**config.mk**
```make
export PLATFORM = sky130hd
export DESIGN_NAME = hpt_walker
export DESIGN_NICKNAME = d
export VERILOG_FILES = /design/src/rtl/hpt_pkg.sv /design/src/rtl/hpt_hash.sv /design/src/rtl/hpt_perm.sv /design/src/rtl/hpt_walker.sv
export SDC_FILE = /design/constraint.sdc
export NUM_CORES = 1
export LEC_CHECK = 0
export ABC_AREA = 1
export CORE_AREA = 5 5 286 288
export CTS_BUF_LIST = sky130_fd_sc_hd__clkbuf_4 sky130_fd_sc_hd__clkbuf_8
export DETAILED_ROUTE_END_ITERATION = 8
export DIE_AREA = 0 0 291 293
export GPL_TIMING_DRIVEN = 0
export SYNTH_ARGS = -nofsm -noshare
export SYNTH_HDL_FRONTEND = slang
export SYNTH_HIERARCHICAL = 1
export SYNTH_SLANG_ARGS = --single-unit
```
**constraint.sdc**
```tcl
create_clock -name clk_i -period 4.7 [get_ports clk_i]
set_clock_uncertainty 0.2 [all_clocks]
set_input_delay 0.94 -clock clk_i [delete_from_list [all_inputs] [get_ports clk_i]]
set_output_delay 0.94 -clock clk_i [all_outputs]
set_load 0.01 [all_outputs]
```
**src/rtl/hpt_pkg.sv**
```systemverilog
`timescale 1ns/1ps
package hpt_pkg;
  typedef enum logic [1:0] {ST_IDLE = 2'd0, ST_UP = 2'd1, ST_LO = 2'd2} walk_st_e;

  localparam logic [1:0] PERM_NONE = 2'd0;
  localparam logic [1:0] PERM_RO   = 2'd1;
  localparam logic [1:0] PERM_RW   = 2'd2;

  localparam int WORD_W     = 32;
  localparam int VSID_W     = 24;
  localparam int HASH_W     = 19;
  localparam int PIDX_W     = 16;
  localparam int SEG_KS_BIT = 30;
  localparam int SEG_KP_BIT = 29;
  localparam int SEG_NX_BIT = 28;
  localparam int PTE_H_BIT  = 6;
  localparam int PTE_G_BIT  = 3;
  localparam int ENTRY_B    = 8;
endpackage

```
**src/rtl/hpt_hash.sv**
```systemverilog
`timescale 1ns/1ps
module hpt_hash
  import hpt_pkg::*;
(
  input  logic [VSID_W-1:0] vsid_i,
  input  logic [PIDX_W-1:0] page_idx_i,
  input  logic [WORD_W-1:0] cfg_i,
  output logic [WORD_W-1:0] grp_pri_o,
  output logic [WORD_W-1:0] grp_sec_o,
  output logic [WORD_W-1:0] cmp_o
);
  logic [HASH_W-1:0] hash_base;
  logic [WORD_W-1:0] grp [2];
  logic              unused_cfg;

  assign hash_base = vsid_i[HASH_W-1:0] ^ {{(HASH_W-PIDX_W){1'b0}}, page_idx_i};

  for (genvar h = 0; h < 2; h++) begin : g_grp
    localparam logic [HASH_W-1:0] FLIP = (h == 1) ? {HASH_W{1'b1}} : '0;
    logic [HASH_W-1:0] hv;
    assign hv     = hash_base ^ FLIP;
    assign grp[h] = {cfg_i[31:25], cfg_i[24:16] | (hv[18:10] & cfg_i[8:0]), hv[9:0], 6'b0};
  end

  assign grp_pri_o  = grp[0];
  assign grp_sec_o  = grp[1];
  assign cmp_o      = {1'b1, vsid_i, 1'b0, page_idx_i[15:10]};
  assign unused_cfg = ^cfg_i[15:9];
endmodule

```
**src/rtl/hpt_perm.sv**
```systemverilog
`timescale 1ns/1ps
module hpt_perm
  import hpt_pkg::*;
(
  input  logic       instr_i,
  input  logic       write_i,
  input  logic       user_i,
  input  logic       ks_i,
  input  logic       kp_i,
  input  logic       nx_i,
  input  logic       guard_i,
  input  logic [1:0] pp_i,
  output logic [1:0] perm_o
);
  logic key;
  assign key = user_i ? kp_i : ks_i;

  always_comb begin
    if (instr_i && (nx_i || guard_i)) begin
      perm_o = PERM_NONE;
    end else if (key) begin
      case (pp_i)
        2'd0:    perm_o = PERM_NONE;
        2'd2:    perm_o = PERM_RW;
        default: perm_o = write_i ? PERM_NONE : PERM_RO;
      endcase
    end else begin
      perm_o = (pp_i == 2'd3) ? (write_i ? PERM_NONE : PERM_RO) : PERM_RW;
    end
  end
endmodule

```
**src/rtl/hpt_walker.sv**
```systemverilog
`timescale 1ns/1ps
module hpt_walker
  import hpt_pkg::*;
#(
  parameter int N_SEG   = 16,
  parameter int N_SLOTS = 8
) (
  input  logic                    clk_i,
  input  logic                    rst_ni,
  input  logic                    req_valid_i,
  input  logic [WORD_W-1:0]       req_vaddr_i,
  input  logic                    req_instr_i,
  input  logic                    req_write_i,
  input  logic                    req_user_i,
  input  logic [N_SEG*WORD_W-1:0] seg_regs_i,
  input  logic [WORD_W-1:0]       tbl_cfg_i,
  output logic                    mem_req_o,
  output logic [WORD_W-1:0]       mem_addr_o,
  input  logic                    mem_valid_i,
  input  logic [WORD_W-1:0]       mem_rdata_i,
  output logic                    busy_o,
  output logic                    done_o,
  output logic                    found_o,
  output logic [WORD_W-1:0]       paddr_o,
  output logic [1:0]              perm_o,
  output logic [WORD_W-1:0]       grp_pri_o,
  output logic [WORD_W-1:0]       grp_sec_o
);
  localparam int SEG_IW = $clog2(N_SEG);
  localparam int SLOT_W = $clog2(N_SLOTS);
  localparam logic [SLOT_W-1:0] LAST_SLOT = SLOT_W'(N_SLOTS - 1);
  localparam int OFF_W  = 12;

  walk_st_e          st_q;
  logic [SLOT_W-1:0] idx_q;
  logic              sec_q, ins_q, wr_q, usr_q;
  logic              ks_q, kp_q, nx_q;
  logic [OFF_W-1:0]  off_q;
  logic [WORD_W-1:0] cmp_q, grp_pri_q, grp_sec_q;
  logic              done_q, found_q;
  logic [1:0]        perm_q;
  logic [WORD_W-1:0] paddr_q;

  logic [SEG_IW-1:0] seg_idx;
  logic [WORD_W-1:0] seg_sel;
  logic [WORD_W-1:0] grp_pri_w, grp_sec_w, cmp_w;
  logic [1:0]        perm_w;
  logic [WORD_W-1:0] grp_cur;

  assign seg_idx = req_vaddr_i[WORD_W-1 -: SEG_IW];
  assign seg_sel = seg_regs_i[seg_idx*WORD_W +: WORD_W];

  hpt_hash u_hash (
    .vsid_i     (seg_sel[VSID_W-1:0]),
    .page_idx_i (req_vaddr_i[27:12]),
    .cfg_i      (tbl_cfg_i),
    .grp_pri_o  (grp_pri_w),
    .grp_sec_o  (grp_sec_w),
    .cmp_o      (cmp_w)
  );

  hpt_perm u_perm (
    .instr_i (ins_q),
    .write_i (wr_q),
    .user_i  (usr_q),
    .ks_i    (ks_q),
    .kp_i    (kp_q),
    .nx_i    (nx_q),
    .guard_i (mem_rdata_i[PTE_G_BIT]),
    .pp_i    (mem_rdata_i[1:0]),
    .perm_o  (perm_w)
  );

  always_ff @(posedge clk_i or negedge rst_ni) begin
    if (!rst_ni) begin
      st_q      <= ST_IDLE;
      idx_q     <= '0;
      sec_q     <= 1'b0;
      ins_q     <= 1'b0;
      wr_q      <= 1'b0;
      usr_q     <= 1'b0;
      ks_q      <= 1'b0;
      kp_q      <= 1'b0;
      nx_q      <= 1'b0;
      off_q     <= '0;
      cmp_q     <= '0;
      grp_pri_q <= '0;
      grp_sec_q <= '0;
      done_q    <= 1'b0;
      found_q   <= 1'b0;
      perm_q    <= PERM_NONE;
      paddr_q   <= '0;
    end else begin
      done_q <= 1'b0;
      case (st_q)
        ST_IDLE: begin
          if (req_valid_i) begin
            ins_q     <= req_instr_i;
            wr_q      <= req_write_i;
            usr_q     <= req_user_i;
            ks_q      <= seg_sel[SEG_KS_BIT];
            kp_q      <= seg_sel[SEG_KP_BIT];
            nx_q      <= seg_sel[SEG_NX_BIT];
            off_q     <= req_vaddr_i[OFF_W-1:0];
            cmp_q     <= cmp_w;
            grp_pri_q <= grp_pri_w;
            grp_sec_q <= grp_sec_w;
            sec_q     <= 1'b0;
            idx_q     <= '0;
            st_q      <= ST_UP;
          end
        end
        ST_UP: begin
          if (mem_valid_i) begin
            if (mem_rdata_i == cmp_q) begin
              st_q <= ST_LO;
            end else if (idx_q == LAST_SLOT) begin
              if (!sec_q) begin
                sec_q            <= 1'b1;
                idx_q            <= '0;
                cmp_q[PTE_H_BIT] <= 1'b1;
              end else begin
                st_q    <= ST_IDLE;
                done_q  <= 1'b1;
                found_q <= 1'b0;
                perm_q  <= PERM_NONE;
                paddr_q <= '0;
              end
            end else begin
              idx_q <= idx_q + 1'b1;
            end
          end
        end
        ST_LO: begin
          if (mem_valid_i) begin
            st_q    <= ST_IDLE;
            done_q  <= 1'b1;
            found_q <= 1'b1;
            perm_q  <= perm_w;
            paddr_q <= {mem_rdata_i[WORD_W-1:OFF_W], off_q};
          end
        end
        default: st_q <= ST_IDLE;
      endcase
    end
  end

  assign grp_cur    = sec_q ? grp_sec_q : grp_pri_q;
  assign mem_addr_o = grp_cur + WORD_W'({idx_q, 3'b000}) + ((st_q == ST_LO) ? WORD_W'(4) : '0);
  assign mem_req_o  = (st_q == ST_UP) || (st_q == ST_LO);
  assign busy_o     = (st_q != ST_IDLE);
  assign done_o     = done_q;
  assign found_o    = found_q;
  assign perm_o     = perm_q;
  assign paddr_o    = paddr_q;
  assign grp_pri_o  = grp_pri_q;
  assign grp_sec_o  = grp_sec_q;


  mem_hold_chk: assert property (@(posedge clk_i) disable iff (!rst_ni)
    (mem_req_o && !mem_valid_i) |=> (mem_req_o && $stable(mem_addr_o)));


  mem_align_chk: assert property (@(posedge clk_i) disable iff (!rst_ni)
    mem_req_o |-> (mem_addr_o[1:0] == 2'b00));


  done_pulse_chk: assert property (@(posedge clk_i) disable iff (!rst_ni)
    done_o |=> !done_o);


  busy_ignore_chk: assert property (@(posedge clk_i) disable iff (!rst_ni)
    (busy_o && req_valid_i) |=> ($stable(grp_pri_o) && $stable(grp_sec_o)));


  launch_chk: assert property (@(posedge clk_i) disable iff (!rst_ni)
    (req_valid_i && !busy_o) |=> mem_req_o);


  miss_result_chk: assert property (@(posedge clk_i) disable iff (!rst_ni)
    (done_o && !found_o) |-> (perm_o == PERM_NONE && paddr_o == '0));


  perm_code_chk: assert property (@(posedge clk_i) disable iff (!rst_ni)
    done_o |-> (perm_o != 2'd3));
endmodule

```
==> results of run 1 <==
## metal layers
metal | up-vias | wire length [um] | track usage (%)
li1 | 7496 | - | -
met1 | 7627 | 34670 | 23.26
met2 | 764 | 47330 | 37.53
met3 | 149 | 6852 | 4.467
met4 | 8 | 4191 | 9.071
met5 | - | 54 | 0
## synthesized netlist by cell type (2+ instances only)
master and number:
dfrtp_1 156, nand3_2 2, o221ai_1 83, nor2_1 229
nor3_1 13, buf_2 17, o21ai_1 15, o21bai_1 12
clkbuf_1 90, o21ai_2 7, o21ai_0 203, mux2i_1 71
buf_6 6, a21oi_1 7, buf_1 6, nand3_1 60
buf_4 61, a21oi_4 2, o32ai_1 20, o22ai_1 6
xnor2_1 36, o211ai_1 20, inv_2 5, inv_1 126
ha_1 10, conb_1 2, xor2_1 21, nand2_2 3
nand4_1 10, nand2_1 537, nor2_2 4, a21oi_2 4
## stage by stage
stage	setup TNS, ps	area [um^2]	util, %
after floorplan	0	12640	-
after global placement	-739170	20460	26.02
after detailed placement	-13670	20490	26.06
after CTS	0	21030	26.75
after global routing	0	21140	26.89
final	0	21170	26.93
## how the worst max path moves through the flow
stage                       from  cells after the start  slack (ps)                        end
4_1_cts        sec_q$_DFFE_PN0P_                     14          10             mem_addr_o[20]
2_1_floorplan  sec_q$_DFFE_PN0P_                     16         550             mem_addr_o[28]
6_report       sec_q$_DFFE_PN0P_                     12         140             mem_addr_o[19]
5_1_grt        sec_q$_DFFE_PN0P_                     12           2             mem_addr_o[19]
3_5_place_dp   sec_q$_DFFE_PN0P_                     17       -1230             mem_addr_o[28]
3_3_place_gp              rst_ni                      1       -4680  grp_pri_o[27]$_DFFE_PN0P_
## worst register-to-register path, cell delays in order (launching register included)
cell      delay (ps)
dfrtp_1          420
inv_1            120
ha_1             190
nand2_1          290
inv_1            190
clkbuf_1         420
clkbuf_1         810
nand2_1          110
nand2_1           90
## power by group through the flow
stage / sequential [uW] / combinational [uW] / clock, uW
6_report: 2220 / 4920 / 1150
4_1_cts: 2220 / 4960 / 1200
2_1_floorplan: 2290 / 2200 / 0
5_1_grt: 2280 / 5360 / 1240
3_3_place_gp: 2240 / 4860 / 0
3_5_place_dp: 2250 / 4890 / 0
## final cells by class
cell class              instances  area, um^2  share of cell area [%]
plain buffers                 179       975.9                   4.610
diodes                         32       80.08                  0.3783
well taps                    1050        1314                   6.206
multi-input cells            1395        7327                   34.61
repair buffers                660        6628                   31.31
inverters                     132       495.5                   2.340
clock inverters                15       211.5                  0.9988
flip-flops and latches        156        3905                   18.45
clock buffers                  17       234.0                   1.105
## repair_timing
| action | CTS | global route |
|---|---|---|
| pin swaps | 2 | 4 |
| setup buffers | 3 | 5 |
| cloned | 1 | 0 |
| setup endpoints to repair | 29 | 15 |
| resized for setup | 32 | 16 |
## state kept, by name, summed over array words and instances (netlist names), 2 cells and up
signal     cells
cmp_q         32
grp_pri_o     32
grp_sec_o     32
idx_q          3
off_q         12
paddr_o       32
perm_o         2
st_q           2
## logic make-up (layout without fill, tap and decap cells)
group	count (synthesis)	after routing	synth area share, %
flip-flops	156	156	31.00
XOR/XNOR	57	57	3.965
adder cells (fa/ha/maj)	11	11	1.153
buffers and inverters	313	1003	11.69
AO/OA/AOI/OAI	379	379	19.34
other	2	46	0.05964
multiplexers	71	71	5.644
AND/OR/NAND/NOR	863	863	27.16
==> impl_metrics.env, run 1 <==
export IMPL_outcome="finished, final reports clean"
export IMPL_gp_congestion=0.9595
export IMPL_rrSetupSlack_ps=1810
export IMPL_cp_top_family="buffers and inverters"
export IMPL_port_buffers=650
export IMPL_synth_seq_cells=156
export IMPL_timing_final_ws_setup_ps=139.4
export IMPL_powerDensity_nw_per_um2=391.9
export IMPL_die_x_um=291
export IMPL_ant_nets=0
export IMPL_post_route_period_util_pct=97.03
export IMPL_swShare_pct=46.34
export IMPL_cts_buffers_inserted=17
export IMPL_rsz0062_at_grt="false"
export IMPL_combPwrFrac_pct=59.4
export IMPL_synthTopCellsByArea="dfrtp_1 31%, nand2_1 16%, o21ai_0 8.1%, nor2_1 6.8%, o221ai_1 5.8%"
export IMPL_timing_rr_start="st_q[1]$_DFFE_PN0P_"
export IMPL_syn_cell_area_um2=12590
export IMPL_clk_path_buf_depth=2
export IMPL_p_clk_share_pct=13.9
export IMPL_cpPeakStageDelay_ps=580
export IMPL_io_pins=749
export IMPL_required_ps=3560
export IMPL_yosysTopAreaCell="dfrtp_1"
export IMPL_cts_root_buffer_cell="clkbuf_8"
export IMPL_synthCells=1852
export IMPL_cts_sinks=156
export IMPL_p_int_uw=4453
export IMPL_drv_cap=0
export IMPL_yosys_warnings=6
export IMPL_fmax_ghz=0.2193
export IMPL_fin_cells=3636
export IMPL_critPathSlowestCell="clkdlybuf4s50_1"
export IMPL_most_common_layout_cells="634 x clkdlybuf4s50_1, 535 x nand2_1, 226 x nor2_1, 199 x o21ai_0, 155 x dfrtp_1"
export IMPL_dp_cells=3565
export IMPL_clk_latency_ps=500
export IMPL_end_kind="output port"
export IMPL_cts_tree="built"
export IMPL_synth_edff_count=0
export IMPL_pre_cts_ws_ps=-1230
export IMPL_initial_core_util_pct=16.02
export IMPL_ys_seq_area_share_pct=31.00
export IMPL_first_iter_violations=1047
export IMPL_grt_total_usage_pct=20.64
export IMPL_hold_violations=0
export IMPL_first_pass_iters=5
export IMPL_grt_max_degree=80
export IMPL_synth_cell_types=40
export IMPL_die_y_um=293
export IMPL_fp_coreArea_um2=78610
export IMPL_clk_pin_slew_ps=110
export IMPL_fill_cells=8808
export IMPL_crit_type="flop to output port"
export IMPL_switchingPower_uw=3845
export IMPL_drive_above_1_share_pct=6.774
export IMPL_fin_hold_ws_ps=189.9
export IMPL_rows=103
export IMPL_path_buf_inv=4
export IMPL_hold_buffers=0
export IMPL_cp_max_fo=14
export IMPL_relSlewSlack_pct=23.64
export IMPL_vdd_drop_max_mv=0.1894
export IMPL_wl_per_cell_um=25.60
export IMPL_dp_hpwl_um=79130
export IMPL_synth_avg_cell_area_um2=6.799
export IMPL_finalNetCount=3167
export IMPL_period_minus_slack_ps=4561
export IMPL_gr_total_overflow=0
export IMPL_dieArea_um2=85260
export IMPL_ys_flop_type="dfrtp_1"
export IMPL_p_leak_uw=0.008988
export IMPL_vias=16040
export IMPL_yosysTopAreaCellShare_pct=31.00
export IMPL_r2r_end="off_q[1]$_DFFE_PN0P_"
export IMPL_cp_arrival_ps=3420
export IMPL_hp_class="input pin to async pin"
export IMPL_drc=0
export IMPL_rr_worst_depth=8
export IMPL_grt_pass1_vias=15860
export IMPL_seqPwrFrac_pct=26.8
export IMPL_async_reset_ff_share_pct=100.0
export IMPL_cp_common_cell="nand2_1"
export IMPL_power_uw=8298
export IMPL_crit_chain="buf_12, clkbuf_8, nand2_1, o21ai_1, ha_1, a21oi_1, nand2_1, a21oi_4, inv_1, nand3_1, xor2_1, clkdlybuf4s50_1"
export IMPL_h_tree_depth=4
export IMPL_drt_total_wl_um=93100
export IMPL_layout_commonest_cell="clkdlybuf4s50_1"
export IMPL_via_per_inst=4.413
export IMPL_syn2layout_area_growth_pct=68.12
export IMPL_grt_pass1_wl_um=124800
export IMPL_grt_antenna_before_repair=50
export IMPL_timing_final_max_slew_violations=0
export IMPL_cp_start_kind="flop"
export IMPL_setup_violations=0
export IMPL_max_slew_worst_pin_slew_ps=1145
Note: power is estimated with default switching activity, not from simulation.
==> run 2, diff against run 1 <==
--- a/config.mk
+++ b/config.mk
@@ -11,6 +11,7 @@
 export DETAILED_ROUTE_END_ITERATION = 8
 export DIE_AREA = 0 0 291 293
 export GPL_TIMING_DRIVEN = 0
+export PLACE_DENSITY_LB_ADDON = 0.25
 export SYNTH_ARGS = -nofsm -noshare
 export SYNTH_HDL_FRONTEND = slang
 export SYNTH_HIERARCHICAL = 1
==> run 2 against run 1 <==
Against the previous run:
- sequential power barely moved
- first-iteration DRC count up 3.6%
- cell area down 0.31%
- clock power about the same
- worst setup slack improved by 38 ps
- final cell count decreased by 0.33%
- critical endpoint is now mem_addr_o[28]
- die area unchanged
- critical path type unchanged
- via count fell by 1.7%
- wire length is 1.1% lower
- non-clock buffer count is the same
==> impl_metrics.env, run 2 (same netlist as run 1, synthesis figures left out) <==
export IMPL_end_kind="output port"
export IMPL_crit_chain="buf_12, clkbuf_8, o21ai_1, ha_2, inv_1, fa_2, o21ai_4, nand2_2, nor2_4, nand2_2, nor2_4, nand3_2, xor2_1, clkdlybuf4s15_2"
export IMPL_p_leak_uw=0.008978
export IMPL_fill_cells=8838
export IMPL_stdcell_area_um2=21110
export IMPL_cp_arrival_ps=3380
export IMPL_grt_pass1_vias=16020
export IMPL_drive_above_1_share_pct=6.774
export IMPL_period_minus_slack_ps=4523
export IMPL_io_pins=749
export IMPL_initial_core_util_pct=16.02
export IMPL_grt_antenna_before_repair=30
export IMPL_hold_buffers=0
export IMPL_most_common_layout_cells="634 x clkdlybuf4s50_1, 535 x nand2_1, 227 x nor2_1, 200 x o21ai_0, 155 x dfrtp_1"
export IMPL_ant_nets=0
export IMPL_crit_type="flop to output port"
export IMPL_place_area_um2=20490
export IMPL_grt_max_degree=96
export IMPL_vias=15770
export IMPL_cp_start_kind="flop"
export IMPL_drc=0
export IMPL_multi_input_area_um2=7335
export IMPL_rrSetupSlack_ps=1760
export IMPL_ff_latch_area_um2=3905
export IMPL_grt_pass1_wl_um=124300
export IMPL_cts_sinks=156
export IMPL_fmax_ghz=0.2211
export IMPL_finalNetCount=3167
export IMPL_hold_violations=0
export IMPL_powerDensity_nw_per_um2=389.4
export IMPL_hp_class="input pin to async pin"
export IMPL_cp_max_fo=14
export IMPL_syn2layout_area_growth_pct=67.61
export IMPL_cts_buffers_inserted=17
export IMPL_outcome="finished, final reports clean"
export IMPL_dp_hpwl_um=78220
export IMPL_fin_hold_ws_ps=193.0
export IMPL_timing_final_max_slew_violations=0
export IMPL_cts_root_buffer_cell="clkbuf_8"
export IMPL_first_pass_iters=6
export IMPL_first_iter_violations=1085
export IMPL_setup_tns_ps=0
export IMPL_gr_total_overflow=0
export IMPL_fp_coreArea_um2=78610
export IMPL_setup_violations=0
export IMPL_clk_latency_ps=490
export IMPL_relSlewSlack_pct=32.81
export IMPL_rows=103
export IMPL_layout_commonest_cell="clkdlybuf4s50_1"
export IMPL_drv_cap=0
export IMPL_die_x_um=291
export IMPL_die_y_um=293
export IMPL_clk_path_buf_depth=2
export IMPL_gp_congestion=0.9025
export IMPL_critPathSlowestCell="dfrtp_2"
export IMPL_vdd_drop_max_mv=0.2120
export IMPL_max_slew_worst_pin_slew_ps=1005
export IMPL_cts_tree="built"
export IMPL_h_tree_depth=4
export IMPL_wl_per_cell_um=25.40
export IMPL_port_buffers=650
export IMPL_post_route_period_util_pct=96.23
export IMPL_cpPeakStageDelay_ps=470
export IMPL_required_ps=3560
export IMPL_via_per_inst=4.352
export IMPL_grt_total_usage_pct=20.39
export IMPL_dieArea_um2=85260
export IMPL_clk_pin_slew_ps=110
export IMPL_drt_total_wl_um=92050
run 2: cell types whose count changed in the layout (fill, tap and decap cells not counted), moves of 2 or more:
cell,previous run,this run
clkinv_8,7,3
inv_12,3,0
inv_8,2,4
diode_2,32,20
run 2: worst max-delay path, delay by kind of cell (launching register included):
kind / cells / cell delay, ps
adder cells (fa/ha/maj): 2 / 600
AO/OA/AOI/OAI: 2 / 400
flip-flops: 1 / 470
AND/OR/NAND/NOR: 5 / 590
buffers and inverters: 4 / 650
XOR/XNOR: 1 / 180
run 2: metal layers:
| metal | up-vias | track usage, % | share of wire, % |
|---|---|---|---|
| met5 | - | 0 | 0.060 |
| met4 | 8 | 6.751 | 3.3 |
| met3 | 117 | 4.580 | 6.8 |
| met2 | 694 | 37.38 | 51 |
| met1 | 7479 | 23.53 | 39 |
| li1 | 7475 | - | - |
run 2: metrics by stage:
step	instances	util, %	total power, uW	worst slack [ps]
floorplan	1864	-	4493	552.9
global placement	3564	26.02	7133	-5001
detailed placement	3565	26.06	7153	-1279
CTS	3599	26.69	8317	16.56
global route	3613	26.81	8830	-8.899
finish	3624	26.85	8218	177.1
run 2: worst paths after layout:
check,start,endpoint,cells after the start
worst max-delay path,sec_q$_DFFE_PN0P_,mem_addr_o[28],14
worst min-delay path,rst_ni,grp_pri_o[2]$_DFFE_PN0P_,1
worst max register to register,st_q[0]$_DFFE_PN0P_,kp_q$_DFFE_PN0P_,8
worst min register to register,found_o$_DFFE_PN0P_,found_o$_DFFE_PN0P_,2
max in group asynchronous,rst_ni,grp_pri_o[14]$_DFFE_PN0P_,2
min in group clk_i,found_o$_DFFE_PN0P_,found_o$_DFFE_PN0P_,2
run 2: area by class of cell:
type	instances	share of cell area, %
well taps	1050	6.225
plain buffers	179	4.624
diodes	20	0.2371
multi-input cells	1395	34.75
flip-flops and latches	156	18.50
repair buffers	660	31.33
clock buffers	18	1.174
clock inverters	14	0.8122
inverters	132	2.348
run 2: what timing repair did:
| action | CTS | global route |
|---|---|---|
| cloned | 0 | 1 |
| gates resized for setup | 34 | 15 |
| buffers inserted | 4 | 4 |
| endpoints found under the setup margin | 29 | 15 |
| pin swaps | 4 | 5 |
run 2: report_power, final:
group | switching, uW | internal (uW) | total [uW] | leakage, uW
Clock | 662 | 466 | 1130 | 0.000211
Combinational | 2720 | 2140 | 4860 | 0.00679
Sequential | 385 | 1850 | 2230 | 0.00198
Total | 3760 | 4460 | 8220 | 0.00898
